[src/rtl/stack_ptr_unit.sv]
module stack_ptr_unit #(
  parameter int          PTR_W   = 10,
  parameter int          AW      = 6,
  parameter logic [AW-1:0] LO_ADDR = 6'h3D,
  parameter logic [AW-1:0] HI_ADDR = 6'h3E,
  parameter logic [PTR_W-1:0] FLOOR = 10'h060
) (
  input  logic             clk,
  input  logic             rst_n,
  input  logic [AW-1:0]    io_addr,
  input  logic             io_wr,
  input  logic             io_rd,
  input  logic [7:0]       io_wdata,
  output logic [7:0]       io_rdata,
  input  logic             op_push_byte,
  input  logic             op_pop_byte,
  input  logic             op_push_addr,
  input  logic             op_pop_addr,
  output logic [PTR_W-1:0] sp,
  output logic             sp_below_floor,
  output logic             op_conflict
);
  localparam int HI_W = PTR_W - 8;

  logic [PTR_W-1:0] sp_q, sp_d;
  logic [3:0]       ops;
  logic             wr_lo, wr_hi, wr_any, op_single;

  assign ops       = {op_pop_addr, op_push_addr, op_pop_byte, op_push_byte};
  assign op_single = $onehot(ops);
  assign op_conflict = ($countones(ops) > 1);

  assign wr_lo  = io_wr && (io_addr == LO_ADDR);
  assign wr_hi  = io_wr && (io_addr == HI_ADDR);
  assign wr_any = wr_lo || wr_hi;

  always_comb begin
    sp_d = sp_q;
    if (wr_any) begin
      if (wr_lo) sp_d[7:0] = io_wdata;
      if (wr_hi) sp_d[PTR_W-1:8] = io_wdata[HI_W-1:0];
    end else if (op_single) begin
      unique case (1'b1)
        op_push_byte: sp_d = sp_q - PTR_W'(1);
        op_push_addr: sp_d = sp_q - PTR_W'(2);
        op_pop_byte:  sp_d = sp_q + PTR_W'(1);
        op_pop_addr:  sp_d = sp_q + PTR_W'(2);
        default:      sp_d = sp_q;
      endcase
    end
  end

  always_ff @(posedge clk or negedge rst_n)
    if (!rst_n) sp_q <= '0;
    else        sp_q <= sp_d;

  assign sp             = sp_q;
  assign sp_below_floor = (sp_q <= FLOOR);

  always_comb begin
    io_rdata = '0;
    if (io_rd && io_addr == LO_ADDR) io_rdata = sp_q[7:0];
    else if (io_rd && io_addr == HI_ADDR) io_rdata = 8'(sp_q[PTR_W-1:8]);
  end

  p_push_byte_r4: assert property (@(posedge clk) disable iff (!rst_n)
    (op_push_byte && op_single && !wr_any) |=> (sp == PTR_W'($past(sp) - PTR_W'(1))));
  p_push_addr_r5: assert property (@(posedge clk) disable iff (!rst_n)
    (op_push_addr && op_single && !wr_any) |=> (sp == PTR_W'($past(sp) - PTR_W'(2))));
  p_pop_byte_r6: assert property (@(posedge clk) disable iff (!rst_n)
    (op_pop_byte && op_single && !wr_any) |=> (sp == PTR_W'($past(sp) + PTR_W'(1))));
  p_pop_addr_r7: assert property (@(posedge clk) disable iff (!rst_n)
    (op_pop_addr && op_single && !wr_any) |=> (sp == PTR_W'($past(sp) + PTR_W'(2))));
  p_wr_wins_r9: assert property (@(posedge clk) disable iff (!rst_n)
    (wr_lo && !wr_hi && (ops != 4'b0)) |=> (sp[7:0] == $past(io_wdata)));
  p_conflict_hold_r10: assert property (@(posedge clk) disable iff (!rst_n)
    (op_conflict && !wr_any) |=> $stable(sp));
  p_hi_pad_zero_r3: assert property (@(posedge clk) disable iff (!rst_n)
    (io_rd && io_addr == HI_ADDR) |-> (io_rdata[7:HI_W] == '0));
endmodule

[config.mk]
export PLATFORM = sky130hd
export DESIGN_NAME = stack_ptr_unit
export DESIGN_NICKNAME = d
export VERILOG_FILES = /design/src/rtl/stack_ptr_unit.sv
export SDC_FILE = /design/constraint.sdc
export NUM_CORES = 1
export LEC_CHECK = 0
export ABC_CLOCK_PERIOD_IN_PS = 6300
export BUFFER_PORTS_ARGS = -buffer_cell sky130_fd_sc_hd__buf_2
export CORE_MARGIN = 2
export CORE_UTILIZATION = 59
export CTS_BUF_LIST = sky130_fd_sc_hd__clkbuf_8
export CTS_CLUSTER_DIAMETER = 50
export DETAILED_ROUTE_END_ITERATION = 10
export PLACE_DENSITY = 0.95
export SETUP_SLACK_MARGIN = 0.05
export SLEW_MARGIN = 20
export SYNTH_ARGS = -nofsm -noshare
export SYNTH_HDL_FRONTEND = slang
export SYNTH_SLANG_ARGS = --single-unit
[constraint.sdc]
create_clock -name clk -period 6.3 [get_ports clk]
set_input_delay 0.63 -clock clk [delete_from_list [all_inputs] [get_ports clk]]
set_output_delay 0.63 -clock clk [all_outputs]
set_load 0.05 [all_outputs]
==> metrics.md, run 1 <==
| Metric | Value |
|---|---|
| Outcome | `complete, no violations` |
| Gate Count Post-Synth | `196` |
| Synth Area per Inst | `approximately 8.0 um^2` |
| CP required | `~5700 ps` |
| Synth cell types | `50` |
| Crit-path max cell delay | `490 ps` |
| Clk_lat worst skew | `about 230 ps` |
| Slew HR | `0.6937` |
| Setup CP Type | `in2out` |
| Fillers | `around 210` |
| Power per cell area | `roughly 490 nW/um^2` |
| Initial drt markers | `slightly above 70` |
| Largest net degree at the start of global routing | `11` |
| Die width | `about 56 um` |
| Worst Skew | `between 1 and 1.5 ps` |
| Placed insts | `between 200 and 300` |
| Peak VDD IR | `0.3925 mV` |
| Register area share after synthesis | `0.1599` |
| Top_reg_cell synth | `dfrtp_1` |
| Worst EP arrival | `about 2800 ps` |
| Max Cap Violations | `0` |
| H-Tree Level Count | `1` |
| Final setup violation count | `0` |
| Post-CTS Setup Bufs | `0` |
| Via density | `just over 6` |
| Worst Reg-to-Reg Cells | `8` |
| Antenna violations before repair | `0` |
| Worst R2R Setup Slack | `4050 ps` |
| Routed vias | `between 1.5k and 2k` |
| # hold bufs at CTS | `0` |
| Cts bufs inserted | `3` |
| Critical Path Source | `op_pop_byte` |
| Area share of the largest cell type after synthesis | `0.1599` |
| Synth async-reset ratio | `1.000` |
| Critical R2R Capture | `sp[8]` |
| DP Area | `1785 um^2` |
| Most used cell, CP | `inv_1` |
| Non-filler instance count after layout | `267` |
| Final Instance Area | `between 1500 and 2000 um^2` |
| Hpwl dp | `approximately 3300 um` |
| Root buf cell | `clkbuf_8` |
| Antenna diode count | `0` |
| Pins Over Slew Limit | `0` |
| Clk sinks | `10` |
| Crit-path cells | `buf_2 > inv_1 > fa_1 > inv_1 > ha_1 > inv_1 > ha_1 > or3b_1 > a21boi_0 > buf_2` |
| Vias in the first global route | `1573` |
| Total power | `897.0 uW` |
| Hold crit path type | `in2async` |
| Core area | `roughly 2500 um^2` |
| Synth area leader | `dfrtp_1` |
| Chip Height | `between 50 and 60 um` |
| Max FFs per register | `10` |
| First-pass GRT wire length | `6796 um` |
| CP max stage cell | `fa_1` |
| NumNets Final | `about 280` |
| Total grt overflow | `0` |
| Worst setup SP type | `input pin` |
| Setup TNS | `0 ps` |
| First-pass detailed-route iteration total | `4` |
| RSZ-0062 raised after global routing | `false` |
| Worst-path fanout max | `10` |
| Fraction of layout cells with a size suffix above 1 | `0.2236` |
| Register clock-pin slew on the reported worst setup and hold paths | `50 ps` |
| Synthesis-to-finish area growth | `17.59%` |
| CP Capture Type | `output pin` |
| Gr usage total | `0.2726` |
| GP Congestion | `0.8665` |
| Die area | `about 3100 um^2` |
| Synth Warn # | `0` |
| Antenna Nets Post-Route | `0` |
| Worst-margin pin slew | `approximately 460 ps` |
| Fin crit share | `0.5513` |
| Reg-to-reg startpoint | `sp[1]` |
| Drt total wl | `a little over 4000 um` |
| Wire per inst | `between 15 and 20 um` |
| I/O pins | `42` |
| Starting Density | `0.6261` |
| CTS tree | `done` |
| Mapped cell area | `around 1600 um^2` |
| Drt drc | `0` |
| Top cells by area, synth | `dfrtp_1, ha_1, a21oi_1` |
| Fin. Hold Viols | `0` |
| Yosys reg bits | `10` |
| Pleak | `a little under 0.0009 uW` |
| CP endpoint | `op_conflict` |
| Number of synthesized flops with an enable pin | `0` |
| Maximum clock frequency | `between 200 and 300 MHz` |
| Fin crit period | `roughly 3500 ps` |
| CTS Buffer Depth | `2` |
| Post-cts repair resize count | `0` |
| Syn_nets | `241` |
| Number of cell rows | `18` |
| IO buf count | `41` |
routing by layer:
metal | global-route usage | wire, um | part of all wire | vias up
met1 | 0.3527 | 1790 | 0.43 | 760
met2 | 0.4524 | 1964 | 0.48 | 76
met5 | 0 | 0 | 0 | -
met4 | 0.1254 | 74 | 0.018 | 0
met3 | 0.03044 | 287 | 0.070 | 10
li1 | - | - | - | 819
through the flow:
step             util  setup WS, ps  hold slack (ps)
2_1_floorplan       -          2566            334.4
3_3_place_gp   0.7142          2886            494.3
3_5_place_dp   0.7142          2812            497.7
4_1_cts        0.7362          2827            250.7
5_1_grt        0.7362          2667            257.6
6_report       0.7362          2827            248.6
synthesized netlist by cell type (2+ instances only):
cell,instances
ha_1,20
a21oi_1,16
nor2_1,16
o21ai_0,13
inv_1,12
nand2_1,12
dfrtp_1,10
xnor2_1,9
and2_1,7
o21ai_1,5
xor2_1,5
a21o_1,4
a31oi_1,4
a32oi_1,4
nor2b_1,4
o21a_1,4
o22ai_1,4
fa_1,3
mux2i_1,3
o211ai_1,3
a211oi_1,2
a21oi_2,2
a22oi_1,2
and4_1,2
buf_2,2
nor3_1,2
nor4_1,2
o311ai_0,2
cell usage in the layout, fill, tap and decap left out, types with 2 or more instances in the layout:
cell and n:
o21a_1 4, a21o_1 4, a22oi_1 2, a32oi_1 4, mux2i_1 3, nor2_1 16, nand2_1 12, a21oi_1 16
nor3_1 2, o22ai_1 4, clkbuf_8 4, o21ai_0 13, nor2b_1 4, a21oi_2 2, fa_1 3, ha_1 20
xor2_1 5, buf_2 41, xnor2_1 9, o21ai_1 5, dfrtp_1 10, a31oi_1 4, and2_1 7, o211ai_1 3
o311ai_0 2, and4_1 2, nor4_1 2, a211oi_1 2, inv_1 12
power by group:
| part | leakage (uW) | switching, uW | internal (uW) | total [uW] |
|---|---|---|---|---|
| registers | 0.000120 | 68.0 | 95.2 | 163 |
| logic | 0.000725 | 402 | 253 | 655 |
| clock network | 0.0000288 | 24.2 | 54.8 | 79.1 |
| total | 0.000874 | 494 | 403 | 897 |
cell families (layout without fill, tap and decap cells):
family                     after synthesis  count (layout)  share of synthesized area
xor gates and xnor gates                14              14                    0.07834
and+or+nand+nor                         52              52                     0.1671
buffers and inverters                   16              57                    0.04316
adders and majority gates               23              23                     0.1982
DFF                                     10              10                     0.1599
muxes                                    3               3                    0.01919
AOI/OAI and AO/OA                       78              78                     0.3341
worst max-delay path, delay by kind of cell:
family	cells	cell delay [ps]
adders and majority gates	3	900
and+or+nand+nor	1	420
AOI/OAI and AO/OA	1	140
buffers and inverters	5	760
worst min path at each step:
| stage | start | to | cells after the start |
|---|---|---|---|
| after floorplan | rst_n | sp[0] | 0 |
| after global placement | rst_n | sp[7] | 1 |
| after detailed placement | rst_n | sp[7] | 1 |
| after CTS | rst_n | sp[6] | 1 |
| after global routing | rst_n | sp[7] | 1 |
| final | rst_n | sp[7] | 1 |
layout make-up:
type / count / area, um^2 / share of cell area
clock buffers: 4 / 55.05 / 0.02991
inverters: 12 / 45.04 / 0.02447
multi-input cells: 170 / 1247 / 0.6778
flip-flops and latches: 10 / 250.2 / 0.1360
well taps: 30 / 37.54 / 0.02039
repair buffers: 41 / 205.2 / 0.1115
(Power assumes the default switching activity.)
==> run 2: changes to the inputs <==
ABC_CLOCK_PERIOD_IN_PS = 3000   (was 6300)
CORE_UTILIZATION = 50   (was 59)
PLACE_DENSITY = 0.91   (was 0.95)
clock period = 3 ns   (was 6.3 ns; I/O delays follow)
==> metrics.md, run 2 (synthesis gave the netlist of run 1 again) <==
| Metric | Value |
|---|---|
| Commonest non-fill, non-tap cell in the layout | `buf_2 (unchanged)` |
| Synthesis-to-finish area growth | `19.90% (was 17.59%)` |
| Reg-to-reg startpoint | `sp[1] (unchanged)` |
| Crit-path max cell delay | `520 ps (was 490 ps)` |
| Power share of the sequential group | `0.181 (was 0.182)` |
| Max FFs per register | `10 (unchanged)` |
| Most used cell, CP | `inv_1 (unchanged)` |
| RSZ-0062 raised after global routing | `false (unchanged)` |
| Antenna Nets Post-Route | `0 (unchanged)` |
| Clk sinks | `10 (unchanged)` |
| CP Capture Type | `register (was output pin)` |
| Hold path start | `io_wdata[3]` |
| Pins Over Slew Limit | `0 (unchanged)` |
| Crit-path cells | `buf_2 > inv_1 > fa_1 > inv_1 > ha_1 > inv_1 > ha_1 > or3b_1 > a21o_1 > o22ai_2 > o221ai_1 > o211ai_1 (was buf_2 > inv_1 > fa_1 > inv_1 > ha_1 > inv_1 > ha_1 > or3b_1 > a21boi_0 > buf_2)` |
| Drt total wl | `4331 um (was 4115 um)` |
| Vias in the first global route | `1556 (was 1573)` |
| Antenna violations before repair | `0 (unchanged)` |
| Root buf cell | `clkbuf_8 (unchanged)` |
| First-pass detailed-route iteration total | `4 (unchanged)` |
| Starting Density | `0.5212 (was 0.6261)` |
| Hold depth | `3` |
| Pleak | `0.0008928 uW (was 0.0008739 uW)` |
| CP required | `3160 ps (was 5670 ps)` |
| Hold crit path type | `in2reg (was in2async)` |
| NumNets Final | `287 (was 283)` |
| Number of cell rows | `20 (was 18)` |
| Worst Skew | `5.834 ps (was 1.494 ps)` |
| Final Instance Area | `1877 um^2 (was 1841 um^2)` |
| H-Tree Level Count | `1 (unchanged)` |
| IO buf count | `41 (unchanged)` |
| Total grt overflow | `0 (unchanged)` |
| I/O pins | `42 (unchanged)` |
| Worst-path fanout max | `6 (was 10)` |
| PnR worst setup slack | `307.8 ps (was 2827 ps)` |
| Critical R2R Capture | `sp[8] (unchanged)` |
| Max Cap Violations | `0 (unchanged)` |
| Worst-margin pin slew | `492.7 ps (was 456.4 ps)` |
| Pre-CTS WS | `111.9 ps (was 2812 ps)` |
| Commonest non-fill, non-tap cells in the layout | `buf_2, ha_1, nor2_1, a21oi_1, o21ai_0 (unchanged)` |
| Worst Reg-to-Reg Cells | `8 (unchanged)` |
| Clock power share | `0.092 (was 0.088)` |
| Core area | `3003 um^2 (was 2500 um^2)` |
| Register clock-pin slew on the reported worst setup and hold paths | `50 ps (about the same)` |
| Sw Ratio | `0.5512 (was 0.5506)` |
| CP max stage cell | `fa_1 (unchanged)` |
| CTS tree | `done (unchanged)` |
| Cts bufs inserted | `3 (unchanged)` |
| Peak VDD IR | `0.3189 mV (was 0.3925 mV)` |
| Fin crit period | `2692 ps` |
| Chip Height | `59.95 um (was 55.51 um)` |
| Hold endpoint | `sp[3]` |
| Worst R2R Setup Slack | `700 ps (was 4050 ps)` |
| Internal power | `849.6 uW (was 403.1 uW)` |
| WP buf/inv | `4 (was 5)` |
| Worst EP arrival | `2850 ps (was 2840 ps)` |
| Post-CTS Setup Bufs | `0 (unchanged)` |
| Drt drc | `0 (unchanged)` |
| DP Area | `1812 um^2 (was 1785 um^2)` |
| Outcome | `complete, no violations (unchanged)` |
| Maximum clock frequency | `371.4 MHz` |
| Fin crit share | `0.8974` |
| Wire per inst | `15.81 um (was 15.41 um)` |
| Fin. Hold Viols | `0 (unchanged)` |
| Final setup violation count | `0 (unchanged)` |
| Placed insts | `269 (was 263)` |
| Setup TNS | `0 ps (unchanged)` |
| Fraction of layout cells with a size suffix above 1 | `0.2324 (was 0.2236)` |
| Routed vias | `1728 (was 1665)` |
| Hpwl dp | `3425 um (was 3340 um)` |
| Setup CP Type | `in2reg (was in2out)` |
| Largest net degree at the start of global routing | `11 (unchanged)` |
| Antenna diode count | `0 (unchanged)` |
| GP Congestion | `0.9097 (was 0.8665)` |
| Power per cell area | `1009 nW/um^2 (was 487.3 nW/um^2)` |
| CTS Buffer Depth | `2 (unchanged)` |
| Initial drt markers | `140 (was 71)` |
| Non-filler instance count after layout | `274 (was 267)` |
| First-pass GRT wire length | `6906 um (was 6796 um)` |
| Worst setup SP type | `input pin (unchanged)` |
| Die width | `59.95 um (was 55.51 um)` |
| Via density | `6.307 (was 6.236)` |
| Gr usage total | `0.2527 (was 0.2726)` |
| Gate power share | `0.727 (was 0.730)` |
| Slew HR | `0.6708 (was 0.6937)` |
| Die area | `3594 um^2 (was 3081 um^2)` |
| Clk_lat worst skew | `250 ps (was 230 ps)` |
| Top delay family on crit path | `adder cells (unchanged)` |
| Psw | `1044 uW (was 493.9 uW)` |
==> run 2: cell count changes in the layout (fill, tap and decap cells not counted), sizes merged <==
cell         change
dlygate4sd3      +1
buf              +3
==> run 2: final cells by class <==
type | count | area [um^2]
timing repair buffer | 45 | 237.7
tap | 33 | 41.29
fill | 245 | 1126
sequential | 10 | 250.2
clock buffer | 4 | 55.05
inverter | 12 | 45.04
multi-input combinational | 170 | 1247
==> run 2: how the worst max path moves through the flow <==
stage                           start        endpoint  slack, ps  cells after the start
after global routing      op_pop_addr           sp[1]        120                     13
after CTS                 op_pop_byte           sp[1]        330                     12
final                     op_pop_byte           sp[1]        310                     12
after global placement    op_pop_byte           sp[7]        210                     12
after detailed placement  op_pop_byte           sp[1]        110                     12
after floorplan                 sp[0]  sp_below_floor        230                      3
==> run 2: per-layer routing <==
metal | track usage | up-vias | share of wire
met2 | 0.4410 | 84 | 0.48
met3 | 0.02597 | 13 | 0.055
met5 | 0 | - | 0
li1 | - | 822 | -
met1 | 0.3135 | 809 | 0.43
met4 | 0.1048 | 0 | 0.031
==> run 2: stage by stage <==
| stage | hold WS (ps) | total power, uW | util |
|---|---|---|---|
| 2_1_floorplan | 4.409 | 1385 | - |
| 3_3_place_gp | 174.4 | 1645 | 0.6033 |
| 3_5_place_dp | 169.7 | 1686 | 0.6033 |
| 4_1_cts | 314.1 | 1868 | 0.6250 |
| 5_1_grt | 341.6 | 2031 | 0.6250 |
| 6_report | 312.0 | 1893 | 0.6250 |
==> run 2: worst min-delay path, stage by stage <==
cell and delay, ps:
buf_2 100, nand2_1 50, a31oi_1 70
==> run 2: repair_timing <==
item / 4_1_cts / 5_1_grt
endpoints found under the hold margin: 10 / 0
resized for setup: 0 / 0
hold buffers: 1 / 0
==> run 2: power groups by stage <==
stage | clock network [uW] | registers (uW) | logic, uW
after floorplan | 0 | 519 | 866
after detailed placement | 0 | 338 | 1350
final | 174 | 343 | 1380
after CTS | 173 | 338 | 1360
after global placement | 0 | 334 | 1310
after global routing | 180 | 358 | 1490
==> run 3: changes to the inputs <==
BUFFER_PORTS_ARGS = -buffer_cell sky130_fd_sc_hd__buf_4   (was -buffer_cell sky130_fd_sc_hd__buf_2)
==> metrics.md, run 3 (synthesis gave the netlist of run 1 again) <==
| Metric | Value |
|---|---|
| Outcome | `complete, no violations (unchanged)` |
| Antenna Nets Post-Route | `0 (unchanged)` |
| Most used cell, CP | `inv_1 (unchanged)` |
| WP buf/inv | `4 (unchanged)` |
| Power share of the sequential group | `0.180 (was 0.181)` |
| Sw Ratio | `0.5372 (was 0.5512)` |
| Worst EP arrival | `2800 ps (was 2850 ps)` |
| Pleak | `0.0009063 uW (was 0.0008928 uW)` |
| Commonest non-fill, non-tap cells in the layout | `buf_4, ha_1, nor2_1, a21oi_1, o21ai_0 (was buf_2, ha_1, nor2_1, a21oi_1, o21ai_0)` |
| Number of cell rows | `20 (unchanged)` |
| Worst R2R Setup Slack | `700 ps (about the same)` |
| Starting Density | `0.5212 (unchanged)` |
| Die area | `3594 um^2 (unchanged)` |
| GP Congestion | `0.8924 (was 0.9097)` |
| Post-cts repair resize count | `0 (unchanged)` |
| Pins Over Slew Limit | `0 (unchanged)` |
| Antenna diode count | `0 (unchanged)` |
| # hold bufs at CTS | `1 (unchanged)` |
| Maximum clock frequency | `376.6 MHz (was 371.4 MHz)` |
| Crit-path cells | `buf_4 > inv_1 > fa_1 > inv_1 > ha_1 > inv_1 > ha_1 > or3b_1 > a21o_1 > o22ai_2 > o221ai_1 > o211ai_1 (was buf_2 > inv_1 > fa_1 > inv_1 > ha_1 > inv_1 > ha_1 > or3b_1 > a21o_1 > o22ai_2 > o221ai_1 > o211ai_1)` |
| Clock power share | `0.073 (was 0.092)` |
| Setup TNS | `0 ps (unchanged)` |
| First-pass GRT wire length | `6775 um (was 6906 um)` |
| Power per cell area | `960.2 nW/um^2 (was 1009 nW/um^2)` |
| Worst-margin pin slew | `580.9 ps (was 492.7 ps)` |
| RSZ-0062 raised after global routing | `false (unchanged)` |
| Worst setup SP type | `input pin (unchanged)` |
| Drt drc | `0 (unchanged)` |
| CP Capture Type | `register (unchanged)` |
| Final setup violation count | `0 (unchanged)` |
| Post-CTS Setup Bufs | `0 (unchanged)` |
| Synthesis-to-finish area growth | `25.10% (was 19.90%)` |
| Root buf cell | `clkbuf_8 (unchanged)` |
| Core area | `3003 um^2 (unchanged)` |
| Fin crit period | `2655 ps (was 2692 ps)` |
| Chip Height | `59.95 um (unchanged)` |
| IO buf count | `41 (unchanged)` |
| Vias in the first global route | `1552 (was 1556)` |
| Final Instance Area | `1958 um^2 (was 1877 um^2)` |
| Setup CP Type | `in2reg (unchanged)` |
| Via density | `6.162 (was 6.307)` |
| Fraction of layout cells with a size suffix above 1 | `0.2259 (was 0.2324)` |
| H-Tree Level Count | `1 (unchanged)` |
| CP max stage cell | `fa_1 (unchanged)` |
| Crit-path max cell delay | `500 ps (was 520 ps)` |
| Register clock-pin slew on the reported worst setup and hold paths | `50 ps (about the same)` |
| Cts bufs inserted | `3 (unchanged)` |
| Routed vias | `1676 (was 1728)` |
| Max Cap Violations | `0 (unchanged)` |
| Fin. Hold Viols | `0 (unchanged)` |
| CTS tree | `done (unchanged)` |
| Top delay family on crit path | `adder cells (unchanged)` |
| Non-filler instance count after layout | `272 (was 274)` |
| Psw | `1010 uW (was 1044 uW)` |
| Initial drt markers | `119 (was 140)` |
| Total grt overflow | `0 (unchanged)` |
| Wire per inst | `15.25 um (was 15.81 um)` |
| Peak VDD IR | `0.4157 mV (was 0.3189 mV)` |
| DP Area | `1907 um^2 (was 1812 um^2)` |
| Slew HR | `0.6113 (was 0.6708)` |
| Max FFs per register | `10 (unchanged)` |
| Worst-path fanout max | `6 (unchanged)` |
| Worst Skew | `4.554 ps (was 5.834 ps)` |
| Clk sinks | `10 (unchanged)` |
| CP required | `3150 ps (was 3160 ps)` |
| Internal power | `870.1 uW (was 849.6 uW)` |
| Clk_lat worst skew | `240 ps (was 250 ps)` |
| Gate power share | `0.747 (was 0.727)` |
| Die width | `59.95 um (unchanged)` |
| First-pass detailed-route iteration total | `4 (unchanged)` |
| Commonest non-fill, non-tap cell in the layout | `buf_4 (was buf_2)` |
| Drt total wl | `4149 um (was 4331 um)` |
| Antenna violations before repair | `0 (unchanged)` |
| Placed insts | `268 (was 269)` |
| NumNets Final | `286 (was 287)` |
| CTS Buffer Depth | `2 (unchanged)` |
| I/O pins | `42 (unchanged)` |
| Hpwl dp | `3359 um (was 3425 um)` |
| Hold crit path type | `in2reg (unchanged)` |
| Gr usage total | `0.2465 (was 0.2527)` |
| Fin crit share | `0.8850 (was 0.8974)` |
| Largest net degree at the start of global routing | `11 (unchanged)` |
-- run 3: cell count changes in the layout (fill, tap and decap cells not counted), sizes merged --
cell	delta
buf	-1
clkbuf	-1
-- run 3: power by group through the flow --
stage	Combinational (uW)	Sequential (uW)	Clock, uW
after floorplan	866	519	0
after global placement	1360	338	0
after detailed placement	1400	336	0
after CTS	1400	335	135
after global routing	1550	355	137
final	1410	338	136
-- run 3: through the flow --
stage	worst slack (ps)	utilization	power (uW)	hold WS, ps
6_report	344.9	0.6521	1880	320.2
2_1_floorplan	227.0	-	1385	4.409
3_5_place_dp	129.3	0.6350	1734	131.2
5_1_grt	223.7	0.6521	2042	344.1
4_1_cts	353.7	0.6521	1872	321.8
3_3_place_gp	206.6	0.6350	1700	130.8
-- run 3: area by class of cell --
type,count,area (um^2)
Multi-Input combinational cell,170,1247
Fill cell,251,1045
Clock buffer,3,41.29
Tap cell,33,41.29
Sequential cell,10,250.2
Inverter,12,45.04
Timing Repair Buffer,44,332.8
-- run 3: worst min-delay path: cells and delay by family --
family	cells	cell delay, ps
AO/OA/AOI/OAI	2	140
buffers and inverters	1	80
-- run 3: path summary, 6_finish.rpt --
check / cells past startpoint / startpoint / endpoint
max: 12 / op_pop_byte / sp[1]
min: 3 / io_wdata[6] / sp[6]
max reg2reg: 8 / sp[1] / sp[8]
min reg2reg: 2 / sp[4] / sp[4]
max in group asynchronous: 2 / rst_n / sp[0]
min in group asynchronous: 2 / rst_n / sp[5]
-- run 3: layer usage --
layer | track usage | wire length (um)
met1 | 0.2901 | 1781
met2 | 0.4457 | 2040
met3 | 0.02597 | 245
met4 | 0.1079 | 81
met5 | 0 | 0
